==> src/rtl/acc_cpu_pkg.sv <==
package acc_cpu_pkg;

    localparam int OP_W = 4;

    localparam logic [OP_W-1:0] OP_NOP   = 4'd0;
    localparam logic [OP_W-1:0] OP_LOAD  = 4'd1;
    localparam logic [OP_W-1:0] OP_ADD   = 4'd2;
    localparam logic [OP_W-1:0] OP_SUB   = 4'd3;
    localparam logic [OP_W-1:0] OP_AND   = 4'd4;
    localparam logic [OP_W-1:0] OP_OR    = 4'd5;
    localparam logic [OP_W-1:0] OP_STORE = 4'd6;
    localparam logic [OP_W-1:0] OP_JMP   = 4'd7;

    typedef enum logic [1:0] {
        PH_FETCH  = 2'd0,
        PH_DECODE = 2'd1,
        PH_EXEC   = 2'd2,
        PH_MEMRD  = 2'd3
    } phase_e;

    typedef enum logic [1:0] {
        FN_PASS = 2'd0,
        FN_ADD  = 2'd1,
        FN_AND  = 2'd2,
        FN_OR   = 2'd3
    } alu_fn_e;

    typedef struct packed {
        alu_fn_e fn;
        logic    b_inv;
        logic    carry_in;
    } alu_ctl_t;

    typedef struct packed {
        logic     pc_inc;
        logic     pc_load;
        logic     ir_load;
        logic     addr_from_ir;
        logic     mem_we;
        logic     acc_load;
        alu_ctl_t alu;
    } ctl_t;

    function automatic logic reads_operand(input logic [OP_W-1:0] op);
        return (op == OP_LOAD) || (op == OP_ADD) || (op == OP_SUB) ||
               (op == OP_AND)  || (op == OP_OR);
    endfunction

endpackage

==> src/rtl/cpu_alu.sv <==
module cpu_alu
    import acc_cpu_pkg::*;
#(
    parameter int W = 16
) (
    input  logic [W-1:0] a,
    input  logic [W-1:0] b,
    input  alu_ctl_t     ctl,
    output logic [W-1:0] y
);
    logic [W-1:0] b_eff;
    logic [W-1:0] sum;

    always_comb begin
        b_eff = ctl.b_inv ? ~b : b;
        sum   = a + b_eff + {{(W-1){1'b0}}, ctl.carry_in};
        unique case (ctl.fn)
            FN_PASS: y = b;
            FN_ADD:  y = sum;
            FN_AND:  y = a & b_eff;
            FN_OR:   y = a | b_eff;
            default: y = b;
        endcase
    end
endmodule

==> src/rtl/cpu_addr_mux.sv <==
module cpu_addr_mux #(
    parameter int AW = 12
) (
    input  logic          use_ir,
    input  logic [AW-1:0] pc,
    input  logic [AW-1:0] ir_field,
    output logic [AW-1:0] addr
);
    assign addr = use_ir ? ir_field : pc;
endmodule

==> src/rtl/cpu_seq.sv <==
module cpu_seq
    import acc_cpu_pkg::*;
(
    input  logic            clk,
    input  logic            rst,
    input  logic [OP_W-1:0] opcode,
    output phase_e          phase,
    output ctl_t            ctl
);
    phase_e phase_q;

    always_ff @(posedge clk) begin
        if (rst) begin
            phase_q <= PH_FETCH;
        end else begin
            unique case (phase_q)
                PH_FETCH:  phase_q <= PH_DECODE;
                PH_DECODE: phase_q <= PH_EXEC;
                PH_EXEC:   phase_q <= reads_operand(opcode) ? PH_MEMRD : PH_FETCH;
                PH_MEMRD:  phase_q <= PH_FETCH;
                default:   phase_q <= PH_FETCH;
            endcase
        end
    end

    always_comb begin
        ctl = '0;
        unique case (phase_q)
            PH_FETCH:  ctl.pc_inc  = 1'b1;
            PH_DECODE: ctl.ir_load = 1'b1;
            PH_EXEC: begin
                ctl.addr_from_ir = 1'b1;
                ctl.mem_we       = (opcode == OP_STORE);
                ctl.pc_load      = (opcode == OP_JMP);
            end
            PH_MEMRD: begin
                ctl.addr_from_ir = 1'b1;
                ctl.acc_load     = 1'b1;
                case (opcode)
                    OP_ADD:  ctl.alu.fn = FN_ADD;
                    OP_SUB: begin
                        ctl.alu.fn       = FN_ADD;
                        ctl.alu.b_inv    = 1'b1;
                        ctl.alu.carry_in = 1'b1;
                    end
                    OP_AND:  ctl.alu.fn = FN_AND;
                    OP_OR:   ctl.alu.fn = FN_OR;
                    default: ctl.alu.fn = FN_PASS;
                endcase
            end
            default: ctl = '0;
        endcase
    end

    assign phase = phase_q;
endmodule

==> src/rtl/acc_cpu.sv <==
module acc_cpu
    import acc_cpu_pkg::*;
#(
    parameter int DATA_W = 16,
    parameter int ADDR_W = 12
) (
    input  logic              clk,
    input  logic              rst,
    output logic [ADDR_W-1:0] mem_addr,
    output logic              mem_we,
    output logic [DATA_W-1:0] mem_wdata,
    input  logic [DATA_W-1:0] mem_rdata,
    output logic [DATA_W-1:0] acc,
    output logic              zero
);
    localparam int OPC_LSB = DATA_W - OP_W;

    logic [ADDR_W-1:0] pc_q;
    logic [DATA_W-1:0] ir_q;
    logic [DATA_W-1:0] acc_q;
    logic              zero_q;
    logic [DATA_W-1:0] alu_y;
    logic [ADDR_W-1:0] ir_field;
    logic [OP_W-1:0]   opcode;
    phase_e            phase;
    ctl_t              ctl;

    assign opcode   = ir_q[DATA_W-1:OPC_LSB];
    assign ir_field = ir_q[ADDR_W-1:0];

    cpu_seq u_seq (
        .clk    (clk),
        .rst    (rst),
        .opcode (opcode),
        .phase  (phase),
        .ctl    (ctl)
    );

    cpu_addr_mux #(.AW(ADDR_W)) u_amux (
        .use_ir   (ctl.addr_from_ir),
        .pc       (pc_q),
        .ir_field (ir_field),
        .addr     (mem_addr)
    );

    cpu_alu #(.W(DATA_W)) u_alu (
        .a   (acc_q),
        .b   (mem_rdata),
        .ctl (ctl.alu),
        .y   (alu_y)
    );

    always_ff @(posedge clk) begin
        if (rst) begin
            pc_q   <= '0;
            ir_q   <= '0;
            acc_q  <= '0;
            zero_q <= 1'b0;
        end else begin
            if (ctl.pc_load) begin
                pc_q <= ir_field;
            end else if (ctl.pc_inc) begin
                pc_q <= pc_q + ADDR_W'(1);
            end
            if (ctl.ir_load) begin
                ir_q <= mem_rdata;
            end
            if (ctl.acc_load) begin
                acc_q  <= alu_y;
                zero_q <= (alu_y == '0);
            end
        end
    end

    assign mem_we    = ctl.mem_we;
    assign mem_wdata = acc_q;
    assign acc       = acc_q;
    assign zero      = zero_q;
endmodule

==> config.mk <==
export PLATFORM = sky130hd
export DESIGN_NAME = acc_cpu
export DESIGN_NICKNAME = d
export VERILOG_FILES = /design/src/rtl/acc_cpu_pkg.sv /design/src/rtl/cpu_alu.sv /design/src/rtl/cpu_addr_mux.sv /design/src/rtl/cpu_seq.sv /design/src/rtl/acc_cpu.sv
export SDC_FILE = /design/constraint.sdc
export NUM_CORES = 1
export LEC_CHECK = 0
export BUFFER_PORTS_ARGS = -buffer_cell sky130_fd_sc_hd__buf_4
export CAP_MARGIN = 20
export CELL_PAD_IN_SITES_DETAIL_PLACEMENT = 0
export CELL_PAD_IN_SITES_GLOBAL_PLACEMENT = 1
export CORE_MARGIN = 4
export CORE_UTILIZATION = 45
export CTS_CLUSTER_DIAMETER = 150
export DETAILED_ROUTE_END_ITERATION = 7
export PLACE_DENSITY = 0.92
export SYNTH_ARGS = -nofsm -noshare
export SYNTH_HDL_FRONTEND = slang
export SYNTH_SLANG_ARGS = --single-unit
==> constraint.sdc <==
create_clock -name clk -period 11.2 [get_ports clk]
set_input_delay 3.36 -clock clk [delete_from_list [all_inputs] [get_ports clk]]
set_output_delay 3.36 -clock clk [all_outputs]
set_load 0.01 [all_outputs]
[Word level (Yosys, flattened, before mapping)]
Cells that the tools add are included.
Word-level totals
  bits in registers: 47
  output and inout port bits: 46
  logic and storage cells: 49
Cells by class
  add/sub/neg operators: 3
  equal/unequal tests: 13
  muxes and demuxes: 15
  bitwise gates (word level): 3
  reduce and logical (&&, ||, !) cells: 10
Operators with widths (count)
  $pmux W16 S4: 1
  $mux W12: 3
  $add A16 B1 Y16: 1
  $add A16 B16 Y16: 1
  $and A16 B16 Y16: 1
  $eq A4 B3 Y1 const B: 4
  $logic_not A16 Y1: 1
  $mux W16: 1
  $not A16 Y16: 1
  $or A16 B16 Y16: 1
  $add A12 B1 Y12 const B: 1
  $eq A2 B2 Y1 const B: 4
  $eq A4 B2 Y1 const B: 2
  $pmux W2 S4: 1
  $pmux W2 S3: 1
  $mux W1: 5
  $mux W5: 1
  $eq A2 B1 Y1 const B: 2
  $eq A4 B1 Y1 const B: 1
  $logic_not A2 Y1: 2
  $logic_or A1 B1 Y1: 4
  $mux W2: 2
  $reduce_or A2 Y1: 2
  $reduce_bool A2 Y1: 1

[Depth between registers and ports, before layout]
Gate-level depths: netlist of the first run.
  depth after elaboration: 9
  depth in mapped cells: 16

[Modules after synthesis]
From an unflattened synthesis of the first run, not the netlist that was laid out.
Second synthesis, totals
  cells, all modules: 469
  area, all modules: 4053.9 um^2
By module, submodules not included
  acc_cpu: instances 1, cells each 212, area an instance 1991.9 um^2
  cpu_alu: instances 1, cells each 221, area an instance 1702.9 um^2
  cpu_addr_mux: instances 1, cells each 13, area an instance 183.9 um^2
  cpu_seq: instances 1, cells each 23, area an instance 175.2 um^2

[Least setup slack after synthesis of the first run]
OpenSTA, ideal clock, no wires.
  path kind: in2reg
  from: input mem_rdata[0]
  to: register zero_q (netlist: zero)
  arrival: 5.728 ns
  required time: 11.139 ns
  slack: 5.412 ns
  cell stages on the path: 12
  path buffers: 0
  cells stage by stage: or3b_1 o21ai_1 fa_1 a211oi_2 o31ai_4 a2111oi_0 a311oi_1 o21ai_1 nor4_1 nand4_1 nor3_1 a32o_1
On the way
  cells in the longest elaborated chain, start to end: 6
  elaborated cells between the ends (all ways): 8
  those cells by class: add/sub: 2; mux: 2; bitwise: 3; reduce/logical: 1
Ends and longest elaborated chain
  start, declared: line acc_cpu.sv:12  | input logic [DATA_W-1:0] mem_rdata,
  $not A16 Y16: line cpu_alu.sv:15  | b_eff = ctl.b_inv ? ~b : b;
  $mux W16: line cpu_alu.sv:15
  $add A16 B16 Y16: line cpu_alu.sv:16  | sum = a + b_eff + {{(W-1){1'b0}}, ctl.carry_in};
  $add A16 B1 Y16: line cpu_alu.sv:16
  $pmux W16 S4 *: line cpu_alu.sv:17  | unique case (ctl.fn)
  $logic_not A16 Y1 *: line acc_cpu.sv:70  | zero_q <= (alu_y == '0);
  end signal, assigned: line acc_cpu.sv:70
  end, declared: line acc_cpu.sv:21  | logic zero_q;
Every way passes the cells marked *; elsewhere a longest branch is shown, timed or not.
A chain may end at the register's enable or synchronous reset.

[Worst setup path after layout of the first run]
Same ends and word-level chain as after synthesis.

==> results of run 1 <==
## worst max-delay path, cell delays in order
cell	delay, ns
sky130_fd_sc_hd__buf_4	0.13
sky130_fd_sc_hd__or3b_1	0.42
sky130_fd_sc_hd__o21ai_1	0.25
sky130_fd_sc_hd__fa_1	0.29
sky130_fd_sc_hd__a211oi_2	0.12
sky130_fd_sc_hd__o31ai_4	0.37
sky130_fd_sc_hd__a2111oi_0	0.17
sky130_fd_sc_hd__a311oi_1	0.23
sky130_fd_sc_hd__o21ai_1	0.11
sky130_fd_sc_hd__nor4_1	0.33
sky130_fd_sc_hd__nand4_1	0.18
sky130_fd_sc_hd__nor3_1	0.20
sky130_fd_sc_hd__a32o_1	0.13
## layer usage
layer,vias to the layer above,track usage [%],share of wire [%]
met2,117,33.6,45
met1,1833,30.7,48
met4,0,6.75,1.9
met5,-,0,0
met3,15,2.96,5.7
li1,1883,-,-
## per-stage QoR
stage               hold WS, ns  cell area, um^2  utilization [%]
CTS                       0.481             4460             53.2
floorplan                 0.442             3950                -
finish                    0.478             4480             53.4
global route              0.497             4480             53.4
global placement          0.465             4340             51.8
detailed placement        0.466             4340             51.8
## final cells by class
class / instances / area share (%)
multi-input cells: 390 / 58.8
flip-flops and latches: 47 / 21.0
repair buffers: 67 / 11.3
inverters: 40 / 3.35
well taps: 105 / 2.93
clock buffers: 5 / 1.54
clock inverters: 3 / 1.06
## Yosys cell counts, types with 2 or more instances
| library cell | n | area, um^2 |
|---|---|---|
| sky130_fd_sc_hd__nand3_1 | 9 | 45.0 |
| sky130_fd_sc_hd__clkbuf_1 | 19 | 71.3 |
| sky130_fd_sc_hd__buf_2 | 6 | 30.0 |
| sky130_fd_sc_hd__a21o_1 | 6 | 45.0 |
| sky130_fd_sc_hd__buf_4 | 16 | 120 |
| sky130_fd_sc_hd__mux2_2 | 12 | 135 |
| sky130_fd_sc_hd__a221oi_1 | 13 | 114 |
| sky130_fd_sc_hd__and3_1 | 5 | 31.3 |
| sky130_fd_sc_hd__mux2i_1 | 3 | 30.0 |
| sky130_fd_sc_hd__dfxtp_1 | 47 | 941 |
| sky130_fd_sc_hd__nand2_1 | 70 | 263 |
| sky130_fd_sc_hd__xnor2_1 | 5 | 43.8 |
| sky130_fd_sc_hd__ha_1 | 31 | 388 |
| sky130_fd_sc_hd__nand4_1 | 3 | 18.8 |
| sky130_fd_sc_hd__nor3b_1 | 2 | 15.0 |
| sky130_fd_sc_hd__nor2_1 | 49 | 184 |
| sky130_fd_sc_hd__and2_1 | 2 | 12.5 |
| sky130_fd_sc_hd__or3_1 | 2 | 12.5 |
| sky130_fd_sc_hd__nor2b_1 | 8 | 50.1 |
| sky130_fd_sc_hd__a211oi_2 | 3 | 37.5 |
| sky130_fd_sc_hd__nand4b_1 | 4 | 35.0 |
| sky130_fd_sc_hd__nand2b_1 | 10 | 62.6 |
| sky130_fd_sc_hd__xor2_1 | 18 | 158 |
| sky130_fd_sc_hd__and3b_1 | 2 | 17.5 |
| sky130_fd_sc_hd__a2111oi_0 | 4 | 35.0 |
| sky130_fd_sc_hd__nor3_1 | 5 | 25.0 |
| sky130_fd_sc_hd__o211ai_2 | 2 | 25.0 |
| sky130_fd_sc_hd__inv_1 | 40 | 150 |
| sky130_fd_sc_hd__a222oi_1 | 4 | 40.0 |
| sky130_fd_sc_hd__o31ai_1 | 3 | 22.5 |
| sky130_fd_sc_hd__a31oi_1 | 8 | 50.1 |
| sky130_fd_sc_hd__o21ai_1 | 4 | 20.0 |
| sky130_fd_sc_hd__a21oi_1 | 41 | 205 |
| sky130_fd_sc_hd__o21ai_0 | 20 | 100 |
| sky130_fd_sc_hd__a211oi_1 | 13 | 97.6 |
| sky130_fd_sc_hd__o211ai_1 | 4 | 30.0 |
## logic make-up after synthesis
group                    count (synthesis)
buffers and inverters                   82
flip-flops                              47
adder cells (fa/ha/maj)                 32
XOR/XNOR                                23
multiplexers                            15
AND/OR/NAND/NOR                        176
AO/OA/AOI/OAI                          144
## flip-flops by register name (all words and copies together) (netlist names)
| register | count |
|---|---|
| u_seq.phase | 2 |
| pc_q | 12 |
| zero | 1 |
| acc | 16 |
| ir_q | 16 |
## how the worst min path moves through the flow
stage	endpoint	start
final	ir_q[0]	ir_q[0]
after global routing	pc_q[6]	ir_q[6]
after CTS	ir_q[0]	ir_q[0]
after detailed placement	ir_q[6]	ir_q[6]
after global placement	pc_q[6]	ir_q[6]
after floorplan	pc_q[6]	ir_q[6]
## where the power goes
part | switching, W | leakage [nW] | internal, W
Sequential | 0.0000147 | 0.382 | 0.000176
Combinational | 0.0000664 | 1.51 | 0.0000478
Clock | 0.0000661 | 0.0587 | 0.0000678
## cells in the final DEF (no fill, tap or decap), types with 5 or more instances in the layout
| cell | synthesis | layout |
|---|---|---|
| sky130_fd_sc_hd__clkbuf_8 | 0 | 5 |
| sky130_fd_sc_hd__nand3_1 | 9 | 9 |
| sky130_fd_sc_hd__buf_4 | 16 | 66 |
| sky130_fd_sc_hd__a21o_1 | 6 | 6 |
| sky130_fd_sc_hd__ha_1 | 31 | 31 |
| sky130_fd_sc_hd__a211oi_1 | 13 | 13 |
| sky130_fd_sc_hd__inv_1 | 40 | 40 |
| sky130_fd_sc_hd__a221oi_1 | 13 | 13 |
| sky130_fd_sc_hd__dfxtp_1 | 47 | 47 |
| sky130_fd_sc_hd__a21oi_1 | 41 | 41 |
| sky130_fd_sc_hd__xnor2_1 | 5 | 5 |
| sky130_fd_sc_hd__nand2b_1 | 10 | 10 |
| sky130_fd_sc_hd__o21ai_0 | 20 | 20 |
| sky130_fd_sc_hd__nor2_1 | 49 | 49 |
| sky130_fd_sc_hd__nor2b_1 | 8 | 8 |
| sky130_fd_sc_hd__and3_1 | 5 | 5 |
| sky130_fd_sc_hd__a31oi_1 | 8 | 8 |
| sky130_fd_sc_hd__mux2_2 | 12 | 12 |
| sky130_fd_sc_hd__xor2_1 | 18 | 18 |
| sky130_fd_sc_hd__nand2_1 | 70 | 70 |
==> results, run 1 <==
- The number of inserted filler cells in the final layout is 819.
- The net count after synthesis is approximately 570.
- The number of antenna violations at the first check in global routing is 0.
- The cell count after synthesis came out at 519.
- The post-synthesis average cell area is 7.60 um^2.
- The worst setup path is captured at a flip-flop.
- The final count of pins violating max slew is 0.
- The length of the first detailed-routing pass in iterations is 6.
- The basic-gate share of the synthesized area counting and, or, nand and nor cells is 20.6%.
- The worst register-to-register path begins at u_seq.phase[1].
- Detailed routing inserted a total of about 3800 vias.
- The number of instances in the placed design is approximately 650.
- CTS built an H-tree with a depth of 2.
- Setup repair after global routing left no endpoint under its margin.
- Across the routed clock network, the largest skew measured is 0.00441 ns.
- The post-route minimum period is 6.05 ns.
- The clock sink count is 47.
- The final layout contains ~600 nets.
- In this run the vertical extent of the chip is roughly 100 um.
- The clock tree from TritonCTS is built.
- Entering global routing, the biggest net connects 48 pins.
- The via density per instance is 5.86.
- The final cell count without fillers is about 660.
- During synthesis, Yosys emitted a total of 0 warnings.
- The static power due to leakage is just under 2 nW.
- Detailed placement ended at an HPWL of between 7 and 8 mm.
- The area of the core region is 8380 um^2.
- The portion of synthesized area spent on multiplexers is under 10%.
- The clock transition time at the flip-flop clock pins of the worst setup and hold paths is around 0.10 ns.
- The most critical setup path has its startpoint at mem_rdata[0].
- The number of gates resized after cts is 0.
- The final number of hold-violating endpoints came to 0.
- Setup slack on the worst reg-to-reg path comes out at 6.75 ns.
- In this run the power density over the cells is a little under 100 nW/um^2.
- The synthesized netlist devotes 10.3% of its cell area to adder and majority cells.
- The distinct cell type count of the synthesized netlist is 62.
- The capture point of the worst path is zero.
- The floorplan has 33 rows.
- The count of input and output buffers is 63.
- In the synthesized netlist the async set-or-reset flop fraction comes to 0%.
- The area growth from synthesis to layout is 13.5%.
- The combinational family with the most area after synthesis is compound AO/OA/AOI/OAI gates.
- The number of setup buffers added after CTS is 0.
- The sum of negative setup slack is 0 ns.
- After synthesis the cells add up to 3950 um^2.
- The cell depth of the worst hold path is 2.
- After synthesis the netlist holds a flip-flop and latch count of 47.
- The repair_antennas step left the layout with diodes totalling 0.
- STA classifies the critical path startpoint as a primary input.
- The starting density of the core is 47.1%.
- The type of the setup path with the least slack is in2reg.
- The placer congestion estimate is 0.915.
- The overall power of the completed layout is 0.000439 W.
- For this run the aggregate overflow at the end of global routing stands at 0.
- Counting flops with a built-in enable in the synthesized netlist gives 0.
- The final routed wire length divided by cell count is 16.7 um.
- The slew of the pin with the lowest slew margin is 0.953 ns.
- The total length of routed wires is about 11 mm.
- The min-delay analysis places its worst path in the category reg2reg.
- Pin placement for this block handled 64 I/O pins.
- At the worst endpoint, the required time is 11.46 ns.
- The die is 102 um wide.
- The post-route DRC violation count is 0.
- The max-slew headroom at the worst pin is between 30% and 40%.
- The worst setup timing slack at the placement stage is about 4.9 ns.
- The overall track demand over capacity in global routing is 21.5%.
- The number of buffers between clock root and the deepest sink is 2.
- The first global-routing pass estimated 17.9 mm of wire.
- The worst register-to-register path ends at zero.
- The maximum ir drop on the vdd rail is 0.0603 mV.
- The biggest fanout along the worst timing path is 6.
- The fraction of synthesized cell area in xor and xnor cells is 5.11%.
- The flow ran to the end, and the final reports show no timing, DRC or antenna violations.
- The remaining antenna violation count is 0.
- After layout, the worst setup slack is 5.15 ns.
- The worst reg-to-reg path cell count is 15.
- The clock root buffer master is sky130_fd_sc_hd__clkbuf_8.
- The most common flop cell mapped by yosys is sky130_fd_sc_hd__dfxtp_1.
- In the final layout, the multi-input gates occupy around 2600 um^2.
- The number of failing setup endpoints in the final timing report is 0.
- The synthesized netlist devotes a little over a quarter of its cell area to compound gates.
- The tool flagged a number of max-cap violations equal to 0.
- The final critical-path share of the clock period is between 50% and 60%.
- Derived from the worst setup path, the maximum achievable clock frequency is 165 MHz.
- The overall die area is roughly 10000 um^2.
- The register area is 941 um^2.
- The share of cells above drive strength 1 is 18.7%.
- The number of buffers added to fix hold violations after cts is 0.
- Clock latency on the worst-skew pair, taken at its later pin, is just over 0.3 ns.
- At the worst endpoint, the arrival time is between 6 and 7 ns.
- The via count of the first global-routing pass is 3536.
- The total CTS buffers is 5.
- Sequential elements use 23.9% of the synthesized area.
- The DRC violation total after the first TritonRoute iteration is approximately 220.
No activity file was read; power rests on OpenSTA's default activity.
==> run 2: changes to the inputs <==
--- a/config.mk
+++ b/config.mk
@@ -10,10 +10,10 @@
 export CELL_PAD_IN_SITES_DETAIL_PLACEMENT = 0
 export CELL_PAD_IN_SITES_GLOBAL_PLACEMENT = 1
 export CORE_MARGIN = 4
-export CORE_UTILIZATION = 45
+export CORE_UTILIZATION = 38
 export CTS_CLUSTER_DIAMETER = 150
 export DETAILED_ROUTE_END_ITERATION = 7
-export PLACE_DENSITY = 0.92
+export PLACE_DENSITY = 0.83
 export SYNTH_ARGS = -nofsm -noshare
 export SYNTH_HDL_FRONTEND = slang
 export SYNTH_SLANG_ARGS = --single-unit
==> constraint.sdc (replaced) <==
create_clock -name clk -period 5.3 [get_ports clk]
set_input_delay 1.59 -clock clk [delete_from_list [all_inputs] [get_ports clk]]
set_output_delay 1.59 -clock clk [all_outputs]
set_load 0.01 [all_outputs]
==> results, run 2 (same netlist as run 1, synthesis figures left out) <==
- In this run the clock root is driven by a sky130_fd_sc_hd__clkbuf_8.
- Dividing the detail-routed wire length by the instance count gives between 15 and 20 um.
- The via count of the first global-routing pass is around 3600.
- Summed over all layers, the routed wires come to roughly 11 mm.
- The static power due to leakage is 1.95 nW.
- The final count of pins violating max slew is 0.
- The total area inside the core boundary comes to 9950 um^2.
- The net count of the finished layout is 604.
- The wire length of the first global-routing pass is 18.4 mm.
- The number of antenna violations at the first check in global routing is 0.
- The overall track demand over capacity in global routing is 19.5%.
- The min-delay analysis places its worst path in the category reg2reg.
- The final cell count without fillers is 687.
- For this design, the sink count on the clock tree is between 40 and 50.
- The worst setup path is captured at a flip-flop.
- Measured along the x axis, the die boundary spans 110 um.
- Along the worst path, the maximum fanout reaches 6.
- The overall die area is 12100 um^2.
- The final critical-path share of the clock period is 80.3%.
- For the pin with the worst max-slew slack, the measured transition is roughly 0.95 ns.
- The half-perimeter wire length after detailed placement is 8.35 mm.
- The run finished with clean final reports.
- Global routing finished with a remaining overflow of 0.
- Once placement finished, the instance area stood at 4400 um^2.
- Setup repair after global routing left no endpoint under its margin.
- Setup total negative slack on the finished layout was measured at 0 ns.
- The DRC violation total after the first TritonRoute iteration is between 200 and 250.
- The reported net switching power is 0.000308 W.
- The clock network power share is 26.1%.
- The max-slew headroom at the worst pin is between 30 and 40%.
- Sequential cells burn between 40% and 50% of the power.
- Once the floorplan was initialized, standard cells occupied just under 40% of the core.
- The final design instance area without fill is roughly 4500 um^2.
- The via density per instance is between 5 and 6.
- The number of top-level pins is 64.
- Row generation in the floorplan step produced 36 rows.
- The number of failing setup endpoints in the final timing report is 0.
- The area growth from synthesis to layout is 14.0%.
- The kind of launch point of the worst setup path is a primary input.
- The worst endpoint data arrival time is 4.53 ns.
- The routed layout has between 3000 and 4000 vias.
- The pin count of the biggest net entering global routing is 48.
- On the critical path, the stage with the largest delay is an instance of sky130_fd_sc_hd__or3b_1.
- The clock tree from TritonCTS is built.
- The length of the first detailed-routing pass in iterations is 5.
- The remaining antenna violation count is 0.
- The clock transition time at the flip-flop clock pins of the worst setup and hold paths is roughly 0.10 ns.
- Of the total power, the share spent switching nets is 35.3%.
- The clock reaches the later pin of the worst-skew pair after between 0.3 and 0.4 ns.
- The number of instances in the placed design is around 680.
- Routability-driven placement finished with a final weighted congestion of 0.895.
- The number of H-tree levels is 2.
- The max-capacitance violation count is 0.
- Across the routed clock network, the largest skew measured is 0.00660 ns.
- In this run, post-CTS hold repair placed 0 buffers.
- The most used cell along the critical path is sky130_fd_sc_hd__o21ai_1.
- The count of input and output buffers is 63.
- The die span in y is ~110 um.
- The end-of-flow core utilization is 45.2%.
- The number of gates resized after cts is 0.
- The number of clock buffers added by TritonCTS is 5.
- The number of inserted filler cells in the final layout is 1006.
- Static timing analysis puts the maximum clock frequency at around 240 MHz.
- On the worst path, the slowest cell contributes a delay of 0.43 ns.
- The signal on the critical path passes through buf_4, or3b_1, o21ai_1, fa_1, a211oi_2, o31ai_4, a2111oi_0, a311oi_1, o21ai_1, nor4_1, nand4_1, nor3_1, a32o_1.
- The share of cells above drive strength 1 is 18.8%.
- The data required time at the worst endpoint is 5.57 ns.
- In this run the deepest clock path goes through 2 buffers.
- The repair_antennas step left the layout with diodes totalling 0.
- The number of setup buffers added after CTS is 0.
- Leaving out fill and tap cells, the most frequent cells in the layout are sky130_fd_sc_hd__nand2_1, sky130_fd_sc_hd__buf_4, sky130_fd_sc_hd__nor2_1, sky130_fd_sc_hd__dfxtp_1, sky130_fd_sc_hd__a21oi_1.
- The final number of hold-violating endpoints is 0.
- The register area is around 940 um^2.
- The area of the multi-input gates is ~2600 um^2.
- The combinational fraction of design power is 28.3%.
- Leaving out fill and tap cells, the most frequent cell in the layout is sky130_fd_sc_hd__nand2_1.
- The cell area power density is around 190 nW/um^2.
- After detailed routing, the number of remaining DRC violations is 0.
- The internal portion of the total power is about 0.00056 W.
- The post-route minimum period is 4.26 ns.
- By startpoint and endpoint, the worst setup path is classified as in2reg.
- The maximum ir drop on the vdd rail is 0.0949 mV.
## run 2: metal layers
layer  global-route usage [%]  wire (um)  vias up
met5                        0          0        -
met4                     4.45        115        0
met3                     2.82        647        9
met2                     31.3       5140      124
met1                     27.4       5430     1769
li1                         -          -     1889
## run 2: worst paths after layout
| kind | startpoint | end | slack, ns | depth (start not counted) |
|---|---|---|---|---|
| hold reg to reg | ir_q[6] | pc_q[6] | 0.47 | 2 |
| setup reg to reg | ir_q[12] | zero | 1.22 | 15 |
| hold / removal | ir_q[6] | pc_q[6] | 0.47 | 2 |
| setup / recovery | mem_rdata[0] | zero | 1.04 | 13 |
## run 2: worst max-delay path, delay by kind of cell
kind                     cells  cell delay [ns]
AND/OR/NAND/NOR              4             1.11
buffers and inverters        1             0.13
adder cells (fa/ha/maj)      1             0.27
AO/OA/AOI/OAI                7             1.41
## run 2: power groups by stage
stage                     registers [W]  logic (W)  clock network (W)
final                          0.000398   0.000247           0.000228
after global placement         0.000406   0.000243                  0
after detailed placement       0.000406   0.000244                  0
after floorplan                0.000397   0.000181                  0
after CTS                      0.000398   0.000245           0.000238
after global routing           0.000402   0.000276           0.000249
## run 2: final cells by class
cell class                      count  area share (%)
Inverter                           40            3.34
Clock buffer                        5            1.53
Tap cell                          133            3.70
Multi-Input combinational cell    390            58.4
Clock inverter                      2           0.306
Timing Repair Buffer               70            11.8
Sequential cell                    47            20.9
## run 2: stage by stage
step / setup slack, ns / hold WS (ns) / power (W)
after CTS: 1.09 / 0.477 / 0.000882
final: 1.04 / 0.472 / 0.000873
after global routing: 0.728 / 0.506 / 0.000928
after floorplan: 1.28 / 0.442 / 0.000578
after global placement: 0.808 / 0.461 / 0.000648
after detailed placement: 0.755 / 0.463 / 0.000650
